**src/rtl/flag_alu_pkg.sv**
```systemverilog
package flag_alu_pkg;

  localparam int OP_W = 5;

  typedef enum logic [OP_W-1:0] {
    OP_AND  = 5'd0,
    OP_OR   = 5'd1,
    OP_XOR  = 5'd2,
    OP_ADD  = 5'd3,
    OP_ADDC = 5'd4,
    OP_SUB  = 5'd5,
    OP_SUBC = 5'd6,
    OP_CMP  = 5'd7,
    OP_TST  = 5'd8,
    OP_LD   = 5'd9,
    OP_SL0  = 5'd10,
    OP_SL1  = 5'd11,
    OP_SLX  = 5'd12,
    OP_SLC  = 5'd13,
    OP_RL   = 5'd14,
    OP_SR0  = 5'd15,
    OP_SR1  = 5'd16,
    OP_SRX  = 5'd17,
    OP_SRC  = 5'd18,
    OP_RR   = 5'd19
  } alu_op_e;

  typedef enum logic [1:0] {
    CLS_LOGIC = 2'd0,
    CLS_ARITH = 2'd1,
    CLS_SHIFT = 2'd2,
    CLS_NONE  = 2'd3
  } op_class_e;

  function automatic op_class_e classify(input logic [OP_W-1:0] code);
    if (code <= 5'd2 || code == 5'd8 || code == 5'd9) return CLS_LOGIC;
    else if (code <= 5'd7)                             return CLS_ARITH;
    else if (code <= 5'd19)                            return CLS_SHIFT;
    else                                               return CLS_NONE;
  endfunction

endpackage

```
**src/rtl/flag_alu_logic.sv**
```systemverilog
module flag_alu_logic
  import flag_alu_pkg::*;
#(
  parameter int W = 8
) (
  input  logic [OP_W-1:0] op,
  input  logic [W-1:0]    a,
  input  logic [W-1:0]    b,
  output logic [W-1:0]    res,
  output logic            parity_odd
);

  always_comb begin
    unique case (op)
      OP_OR:   res = a | b;
      OP_XOR:  res = a ^ b;
      OP_LD:   res = b;
      default: res = a & b;
    endcase
  end

  assign parity_odd = ^(a & b);

endmodule

```
**src/rtl/flag_alu_arith.sv**
```systemverilog
module flag_alu_arith
  import flag_alu_pkg::*;
#(
  parameter int W = 8
) (
  input  logic [OP_W-1:0] op,
  input  logic [W-1:0]    a,
  input  logic [W-1:0]    b,
  input  logic            cin,
  output logic [W-1:0]    res,
  output logic            cout
);

  localparam int EW = W + 1;

  logic          use_cin;
  logic          is_sub;
  logic [EW-1:0] ext_a;
  logic [EW-1:0] ext_b;
  logic [EW-1:0] ext_c;
  logic [EW-1:0] total;

  assign use_cin = (op == OP_ADDC) || (op == OP_SUBC);
  assign is_sub  = (op == OP_SUB) || (op == OP_SUBC) || (op == OP_CMP);
  assign ext_a   = {1'b0, a};
  assign ext_b   = {1'b0, b};
  assign ext_c   = {{W{1'b0}}, use_cin & cin};

  always_comb begin
    if (is_sub) total = ext_a - ext_b - ext_c;
    else        total = ext_a + ext_b + ext_c;
  end

  assign res  = total[W-1:0];
  assign cout = total[W];

endmodule

```
**src/rtl/flag_alu_shift.sv**
```systemverilog
module flag_alu_shift
  import flag_alu_pkg::*;
#(
  parameter int W = 8
) (
  input  logic [OP_W-1:0] op,
  input  logic [W-1:0]    a,
  input  logic            cin,
  output logic [W-1:0]    res,
  output logic            cout
);

  logic go_left;
  logic fill;

  assign go_left = (op <= OP_RL);

  always_comb begin
    unique case (op)
      OP_SL0, OP_SR0: fill = 1'b0;
      OP_SL1, OP_SR1: fill = 1'b1;
      OP_SLX:         fill = a[0];
      OP_SRX:         fill = a[W-1];
      OP_SLC, OP_SRC: fill = cin;
      OP_RL:          fill = a[W-1];
      default:        fill = a[0];
    endcase
  end

  generate
    if (W > 1) begin : g_multi
      always_comb begin
        if (go_left) res = {a[W-2:0], fill};
        else         res = {fill, a[W-1:1]};
      end
    end else begin : g_single
      assign res = fill;
    end
  endgenerate

  assign cout = go_left ? a[W-1] : a[0];

endmodule

```
**src/rtl/flag_alu.sv**
```systemverilog
module flag_alu
  import flag_alu_pkg::*;
#(
  parameter int W = 8
) (
  input  logic            clk,
  input  logic            rst,
  input  logic [4:0]      op_i,
  input  logic [W-1:0]    dst_i,
  input  logic [W-1:0]    src_reg_i,
  input  logic [W-1:0]    imm_i,
  input  logic            src_imm_i,
  input  logic            carry_i,
  input  logic            zero_i,
  output logic [W-1:0]    result_o,
  output logic            wr_en_o,
  output logic            carry_o,
  output logic            zero_o
);

  logic [W-1:0] src;
  logic [W-1:0] lg_res, ar_res, sh_res;
  logic         lg_par, ar_cy, sh_cy;
  op_class_e    cls;

  logic [W-1:0] nx_res;
  logic         nx_wr, nx_cy, nx_z;

  assign src = src_imm_i ? imm_i : src_reg_i;
  assign cls = classify(op_i);

  flag_alu_logic #(.W(W)) u_logic (
    .op(op_i), .a(dst_i), .b(src), .res(lg_res), .parity_odd(lg_par)
  );

  flag_alu_arith #(.W(W)) u_arith (
    .op(op_i), .a(dst_i), .b(src), .cin(carry_i), .res(ar_res), .cout(ar_cy)
  );

  flag_alu_shift #(.W(W)) u_shift (
    .op(op_i), .a(dst_i), .cin(carry_i), .res(sh_res), .cout(sh_cy)
  );

  always_comb begin
    nx_res = '0;
    nx_wr  = 1'b0;
    nx_cy  = carry_i;
    nx_z   = zero_i;
    unique case (cls)
      CLS_LOGIC: begin
        nx_res = lg_res;
        if (op_i == OP_LD) begin
          nx_wr = 1'b1;
        end else begin
          nx_wr = (op_i != OP_TST);
          nx_cy = (op_i == OP_TST) ? lg_par : 1'b0;
          nx_z  = (lg_res == '0);
        end
      end
      CLS_ARITH: begin
        nx_res = ar_res;
        nx_wr  = (op_i != OP_CMP);
        nx_cy  = ar_cy;
        nx_z   = (ar_res == '0);
      end
      CLS_SHIFT: begin
        nx_res = sh_res;
        nx_wr  = 1'b1;
        nx_cy  = sh_cy;
        nx_z   = (sh_res == '0);
      end
      default: ;
    endcase
  end

  always_ff @(posedge clk) begin
    if (rst) begin
      result_o <= '0;
      wr_en_o  <= 1'b0;
      carry_o  <= 1'b0;
      zero_o   <= 1'b0;
    end else begin
      result_o <= nx_res;
      wr_en_o  <= nx_wr;
      carry_o  <= nx_cy;
      zero_o   <= nx_z;
    end
  end

  // Output register checks
  assert_reset_clear_R13: assert property (@(posedge clk)
    $past(rst) |-> (result_o == '0 && !wr_en_o && !carry_o && !zero_o));

  assert_logic_carry_R1: assert property (@(posedge clk) disable iff (rst)
    (!$past(rst) && ($past(op_i) == 5'd0 || $past(op_i) == 5'd1 || $past(op_i) == 5'd2))
    |-> (!carry_o && wr_en_o && (zero_o == (result_o == '0))));

  assert_cmp_no_write_R4: assert property (@(posedge clk) disable iff (rst)
    (!$past(rst) && $past(op_i) == 5'd7) |-> !wr_en_o);

  assert_test_no_write_R5: assert property (@(posedge clk) disable iff (rst)
    (!$past(rst) && $past(op_i) == 5'd8) |-> (!wr_en_o && (carry_o == ^result_o)));

  assert_load_flags_R6: assert property (@(posedge clk) disable iff (rst)
    (!$past(rst) && $past(op_i) == 5'd9)
    |-> (wr_en_o && carry_o == $past(carry_i) && zero_o == $past(zero_i)));

  assert_shl_carry_R8: assert property (@(posedge clk) disable iff (rst)
    (!$past(rst) && $past(op_i) >= 5'd10 && $past(op_i) <= 5'd14)
    |-> (carry_o == $past(dst_i[W-1]) && wr_en_o));

  assert_shr_carry_R10: assert property (@(posedge clk) disable iff (rst)
    (!$past(rst) && $past(op_i) >= 5'd15 && $past(op_i) <= 5'd19)
    |-> (carry_o == $past(dst_i[0]) && wr_en_o));

  assert_unused_code_R12: assert property (@(posedge clk) disable iff (rst)
    (!$past(rst) && $past(op_i) >= 5'd20)
    |-> (!wr_en_o && result_o == '0 && carry_o == $past(carry_i) && zero_o == $past(zero_i)));

endmodule

```
**config.mk**
```make
export PLATFORM = sky130hd
export DESIGN_NAME = flag_alu
export DESIGN_NICKNAME = d
export VERILOG_FILES = /design/src/rtl/flag_alu_pkg.sv /design/src/rtl/flag_alu_logic.sv /design/src/rtl/flag_alu_arith.sv /design/src/rtl/flag_alu_shift.sv /design/src/rtl/flag_alu.sv
export SDC_FILE = /design/constraint.sdc
export NUM_CORES = 1
export LEC_CHECK = 0
export CAP_MARGIN = 20
export CORE_ASPECT_RATIO = 1.1
export CORE_UTILIZATION = 59
export DETAILED_ROUTE_END_ITERATION = 6
export DONT_BUFFER_PORTS = 1
export GPL_TIMING_DRIVEN = 0
export MAX_ROUTING_LAYER = met4
export PLACE_DENSITY = 0.78
export SETUP_SLACK_MARGIN = 0.02
export SLEW_MARGIN = 20
export SYNTH_ARGS = -nofsm -noshare
export SYNTH_HDL_FRONTEND = slang
export SYNTH_SLANG_ARGS = --single-unit
export TNS_END_PERCENT = 30
```
**constraint.sdc**
```tcl
create_clock -name clk -period 2.75 [get_ports clk]
set_input_delay 0 -clock clk [delete_from_list [all_inputs] [get_ports clk]]
set_output_delay 0 -clock clk [all_outputs]
set_load 0.01 [all_outputs]
```
* Word-level counts from Yosys, hierarchy flattened
Cells that the tools add are included.
W data, S select, Z words.
** Word-level totals
- Register bits :: 11
- Bits of input ports :: 34
- Output and inout port bits :: 11
- Logic and storage cells :: 67
** Operators by class
- Add/subtract/negate cells :: 4
- Magnitude comparators :: 4
- Eq/ne operators :: 20
- Muxes and demuxes :: 17
- Bitwise logic cells :: 4
- Reductions and logical operators :: 14
** Operator list (count)
- $pmux W8 S3 :: 2
- $eq A5 B4 Y1 const B :: 7
- $logic_not A8 Y1 :: 3
- $eq A5 B3 Y1 const B :: 4
- $mux W8 :: 2
- $eq A5 B5 Y1 const B :: 3
- $add A8 B8 Y9 :: 1
- $add A9 B1 Y9 :: 1
- $mux W9 :: 1
- $pmux W1 S3 :: 3
- $sub A8 B8 Y9 :: 1
- $sub A9 B1 Y9 :: 1
- $and A8 B8 Y8 :: 1
- $or A8 B8 Y8 :: 1
- $reduce_or A2 Y1 :: 4
- $reduce_xor A8 Y1 :: 1
- $xor A8 B8 Y8 :: 1
- $mux W1 :: 6
- $eq A5 B1 Y1 const B :: 1
- $eq A5 B2 Y1 const B :: 1
- $le A5 B2 Y1 const B :: 1
- $le A5 B3 Y1 const B :: 1
- $le A5 B4 Y1 const B :: 1
- $le A5 B5 Y1 const B :: 1
- other kinds (9) :: 14

* Logic depth before layout (Yosys ltp)
- Word-level depth :: 7
- Gate-level depth with buffers :: 14
- Depth with buffers taken out :: 12

* Hierarchy
A second synthesis with hierarchy kept.
** Unflattened totals
- Cells, all modules :: 328
- Area total of the unflattened synthesis :: 2551.2 µm²
** Modules (own cells, without submodules)
- flag_alu_arith :: instances 1, cells an instance 119, area an instance 913.4 µm², sequential area each 0.0 µm²
- flag_alu :: instances 1, cells an instance 77, area an instance 724.4 µm², sequential area each 220.2 µm²
- flag_alu_logic :: instances 1, cells an instance 86, area an instance 616.8 µm², sequential area each 0.0 µm²
- flag_alu_shift :: instances 1, cells an instance 46, area an instance 296.5 µm², sequential area each 0.0 µm²

* Worst setup path after synthesis
No wires, ideal clock.
- Path type :: input port to flip-flop
- Start :: in src_imm_i
- End :: reg zero_o
- Setup time :: 0.116 ns
- Arrival time :: 2.554 ns
- Required time :: 2.634 ns
- Setup slack :: 0.080 ns
- Stages on the path :: 11
- Path buffers :: 1
- Path through :: clkbuf_1 mux2_2 fa_1 fa_1 a211oi_1 o21bai_1 a21oi_1 nor2b_1 o21ai_0 o21ai_0 a31o_1
** Between the ends
- Word-level cells in the longest chain between the ends :: 6
- Elaborated cells on any way between the ends :: 14
- Those cells by class :: add/sub (4); mux (5); bitwise (3); reduce/logical (2)
** Ends and longest elaborated chain
- start, declared :: RTL line flag_alu.sv:12 : input logic src_imm_i,
- $mux W8 (*) :: RTL line flag_alu.sv:29 : assign src = src_imm_i ? imm_i : src_reg_i;
- $add A8 B8 Y9 (tied with other cells) :: RTL line flag_alu_arith.sv:31 : else total = ext_a + ext_b + ext_c;
- $add A9 B1 Y9 (tied with other cells) :: RTL line flag_alu_arith.sv:31
- $mux W9 / $logic_not A8 Y1 (equally long branches) :: RTL line flag_alu_arith.sv:30, flag_alu.sv:57
- $logic_not A8 Y1 / $mux W1 (equally long branches) :: RTL line flag_alu.sv:64, flag_alu.sv:52
- $pmux W1 S3 (*) :: RTL line flag_alu.sv:49 : unique case (cls)
- end signal, assigned :: RTL line flag_alu.sv:86 : zero_o <= nx_z;
- end, declared :: RTL line flag_alu.sv:18 : output logic zero_o
Every way passes the cells marked *; elsewhere a longest branch is shown, timed or not.
A chain may end at the register's enable or synchronous reset.

* Worst setup path in the final report
- Start :: in op_i[3]
- End :: reg zero_o
** Between the ends
- Word-level cells in the longest chain between the ends :: 7
- Elaborated cells on any way between the ends :: 47
- Those cells by class :: add/sub (2); order compare (4); eq/ne (18); mux (9); bitwise (1); reduce/logical (13)
** Ends and longest elaborated chain
- start, declared :: RTL line flag_alu.sv:8 : input logic [4:0] op_i,
- $eq A5 B3 Y1, on equally long branches :: RTL line flag_alu_arith.sv:23, flag_alu_arith.sv:24
- $logic_or A1 B1 Y1 :: RTL line flag_alu_arith.sv:23 : assign use_cin = (op == OP_ADDC) || (op == OP_SUBC);
- $and A1 B1 Y1 :: RTL line flag_alu_arith.sv:27 : assign ext_c = {{W{1'b0}}, use_cin & cin};
- $add A9 B1 Y9 / $sub A9 B1 Y9 (equally long branches) :: RTL line flag_alu_arith.sv:31, flag_alu_arith.sv:30
- $mux W9 :: RTL line flag_alu_arith.sv:30 : if (is_sub) total = ext_a - ext_b - ext_c;
- $logic_not A8 Y1 :: RTL line flag_alu.sv:64 : nx_z = (ar_res == '0);
- $pmux W1 S3 (*) :: RTL line flag_alu.sv:49
Marks and branches as above.

==> results.sh <==
export IMPL_synth_xor_area_share_pct=7.05
export IMPL_dieHeight_um=66.6
export IMPL_hold_path_end="zero_o"
export IMPL_path_clk_slew_ns=0.04
export IMPL_min_path_cells=2
export IMPL_worstMarginPinSlew_ns=0.909
export IMPL_ys_types=50
export IMPL_slew_headroom_pct=38.6
export IMPL_die_w_um=60.7
export IMPL_cts_buffers=3
export IMPL_first_pass_iters=5
export IMPL_synth_cells=314
export IMPL_drt_iter0_markers=209
export IMPL_drive_gt1_share_pct=6.27
export IMPL_critPathKind="primary input to flip-flop"
export IMPL_grt_use_total_pct=34.2
export IMPL_dp_hpwl_um=5130
export IMPL_cellPowerDensity_nw_per_um2=346
export IMPL_grt_max_degree=11
export IMPL_synthMuxAreaShare_pct=4.81
export IMPL_synth_compound_area_share_pct=28.8
export IMPL_timing_critical_path_slowest_stage_cell="fa_2"
export IMPL_routed_via_density=6.44
export IMPL_synth_most_common_cell="nor2_1"
export IMPL_yosys_area_top_type="ha_1"
export IMPL_gr_total_overflow=0
export IMPL_power_leakage_nw=1.01
export IMPL_antenna_found_initial=0
export IMPL_ys_warnings_count=0
export IMPL_diodes=0
export IMPL_setup_viol_count_final=0
export IMPL_syn_to_final_growth_pct=7.16
export IMPL_fin_crit_sh_pct=95.4
export IMPL_regArea_um2=220
export IMPL_dr_wl_met2_um=3130
export IMPL_holdCritPathClass="primary input to flip-flop"
export IMPL_cp_top_family="compound AO/OA/AOI/OAI gates"
export IMPL_dieArea_um2=4040
export IMPL_critPathMaxStageDelay_ns=0.42
export IMPL_irDropWorstVdd_mv=0.186
export IMPL_cts_htree_levels=1
export IMPL_synthSimpleGateAreaFrac_pct=21.5
export IMPL_wire_per_inst_um=17.5
export IMPL_synth_area_per_cell_um2=7.12
export IMPL_fillers=350
export IMPL_cts_tree="yes"
export IMPL_synth_adder_area_share_pct=20.4
export IMPL_cts_setup_buffers=0
export IMPL_ioPinCount=45
export IMPL_multi_input_area_um2=1880
export IMPL_worstHoldStart="rst"
export IMPL_start_util_pct=61.7
export IMPL_period_minus_slack_ns=2.62
export IMPL_gp_congestion=1.01
export IMPL_routed_top_layer="met4"
export IMPL_dr_wl_met3_um=409
export IMPL_drcViolationCount=0
export IMPL_synth_edf_count=0
export IMPL_path_cells="clkbuf_2 > clkbuf_4 > nor2b_1 > nand3_1 > fa_2 > inv_1 > fa_1 > nand2b_1 > a2111oi_4 > nor2_1 > xnor2_1 > nand3b_1 > o21ai_0 > a31o_1"
export IMPL_synth_flop_cell="dfxtp_1"
export IMPL_drt_met1_wl_um=2660
export IMPL_synth_cell_area_um2=2240
export IMPL_final_max_slew_viol_count=0
export IMPL_arrival_ns=2.74
export IMPL_end_kind="flip-flop"
export IMPL_start_kind="primary input"
export IMPL_maxCapViolCount=0
export IMPL_num_rows=23
export IMPL_total_power_mw=0.830
export IMPL_grt_pass1_vias=2173
export IMPL_hold_violations=0
export IMPL_worstPathMaxFanout=10
export IMPL_fmax_ghz=0.381
export IMPL_synth_top_cell_area_share_pct=16.8
export IMPL_utilization_pct=66.1
export IMPL_grt_pass1_wl_um=10100
export IMPL_core_area_um2=3630
export IMPL_synth_top_family_by_area="compound AO/OA/AOI/OAI gates"
export IMPL_antenna_left=0
export IMPL_worst_path_buf_inv=3
export IMPL_syn_num_nets=382
export IMPL_dp_cells=364
export IMPL_cts_sinks=11
export IMPL_wirelength_um=6440
export IMPL_cp_data_required_time_ns=2.87
export IMPL_synthTopCellsByArea="ha_1 17%, dfxtp_1 9.8%, nor2_1 6.5%"
export IMPL_clockBufferDepth=2
export IMPL_port_buffers=0
export IMPL_num_vias=2378
export IMPL_fin_tns_setup_ns=0
export IMPL_layout_nets=388
export IMPL_async_reset_ff_share_pct=0
export IMPL_status="completed"
export IMPL_synth_seq_cells=11
export IMPL_yosys_top_cells_count="39 x nor2_1, 30 x ha_1, 30 x inv_1"
export IMPL_cts_root_buf="clkbuf_8"
export IMPL_stdcell_count=369
export IMPL_ys_seq_area_share_pct=9.85
-- power breakdown --
part / total, mW / switching [mW] / internal [mW]
sequential: 0.178 / 0.00806 / 0.170
clock: 0.154 / 0.0534 / 0.101
combinational: 0.497 / 0.292 / 0.205
total: 0.830 / 0.353 / 0.477
-- layout by cell type (no fill, tap or decap), types with 6 or more instances in the layout --
cell,instances
xnor2_1,14
nand2b_1,6
dfxtp_1,11
nor2b_1,6
o21a_1,8
nand2_1,15
clkbuf_1,11
a211oi_1,7
inv_1,30
o211ai_1,6
ha_1,30
a21oi_1,23
nor2_1,39
mux2_2,6
o21ai_0,21
-- how the worst max path moves through the flow --
stage / start / endpoint / slack (ns) / cells past startpoint
6_report: op_i[3] / zero_o / 0.13 / 14
5_1_grt: op_i[3] / carry_o / -0.02 / 14
4_1_cts: op_i[3] / carry_o / 0.07 / 14
3_5_place_dp: src_imm_i / carry_o / -0.55 / 13
3_3_place_gp: src_imm_i / carry_o / -0.53 / 13
2_1_floorplan: src_imm_i / zero_o / 0.08 / 11
-- flip-flops by register name (all words and copies together) (netlist names) --
register and cells:
result_o 8, carry_o 1, wr_en_o 1, zero_o 1
-- repair_timing --
action | 4_1_cts | 5_1_grt
endpoints found under the hold margin | 3 | 0
resized for setup | 5 | 9
hold buffers | 1 | 0
endpoints found under the setup margin | 3 | 3
-- metrics by stage --
step / hold WS, ns / setup slack [ns] / area (um2)
CTS: 0.00680 / 0.0731 / 2360
global placement: 0.0757 / -0.528 / 2300
finish: 0.0210 / 0.128 / 2400
floorplan: 0.0716 / 0.0800 / 2240
detailed placement: 0.0798 / -0.553 / 2300
global route: 0.0130 / -0.0158 / 2400
-- layout make-up --
cell class | instances | area share [%]
multi-input cells | 258 | 78.5
well taps | 50 | 2.61
flip-flops and latches | 11 | 9.19
repair buffers | 1 | 0.418
inverters | 30 | 4.70
clock buffers | 4 | 1.88
plain buffers | 15 | 2.72
-- routing by layer --
layer	GRT usage (%)	vias to the layer above
li1	-	1133
met5	-	-
met3	2.14	26
met2	56.2	122
met1	42.1	1097
met4	16.2	0
-- cells by family after synthesis --
logic type | count (synthesis)
simple gates | 97
xor+xnor | 18
flops | 11
compound gates | 99
buf+inv | 45
fa+ha+maj | 34
mux | 10
Note: power is estimated with default switching activity, not from simulation.
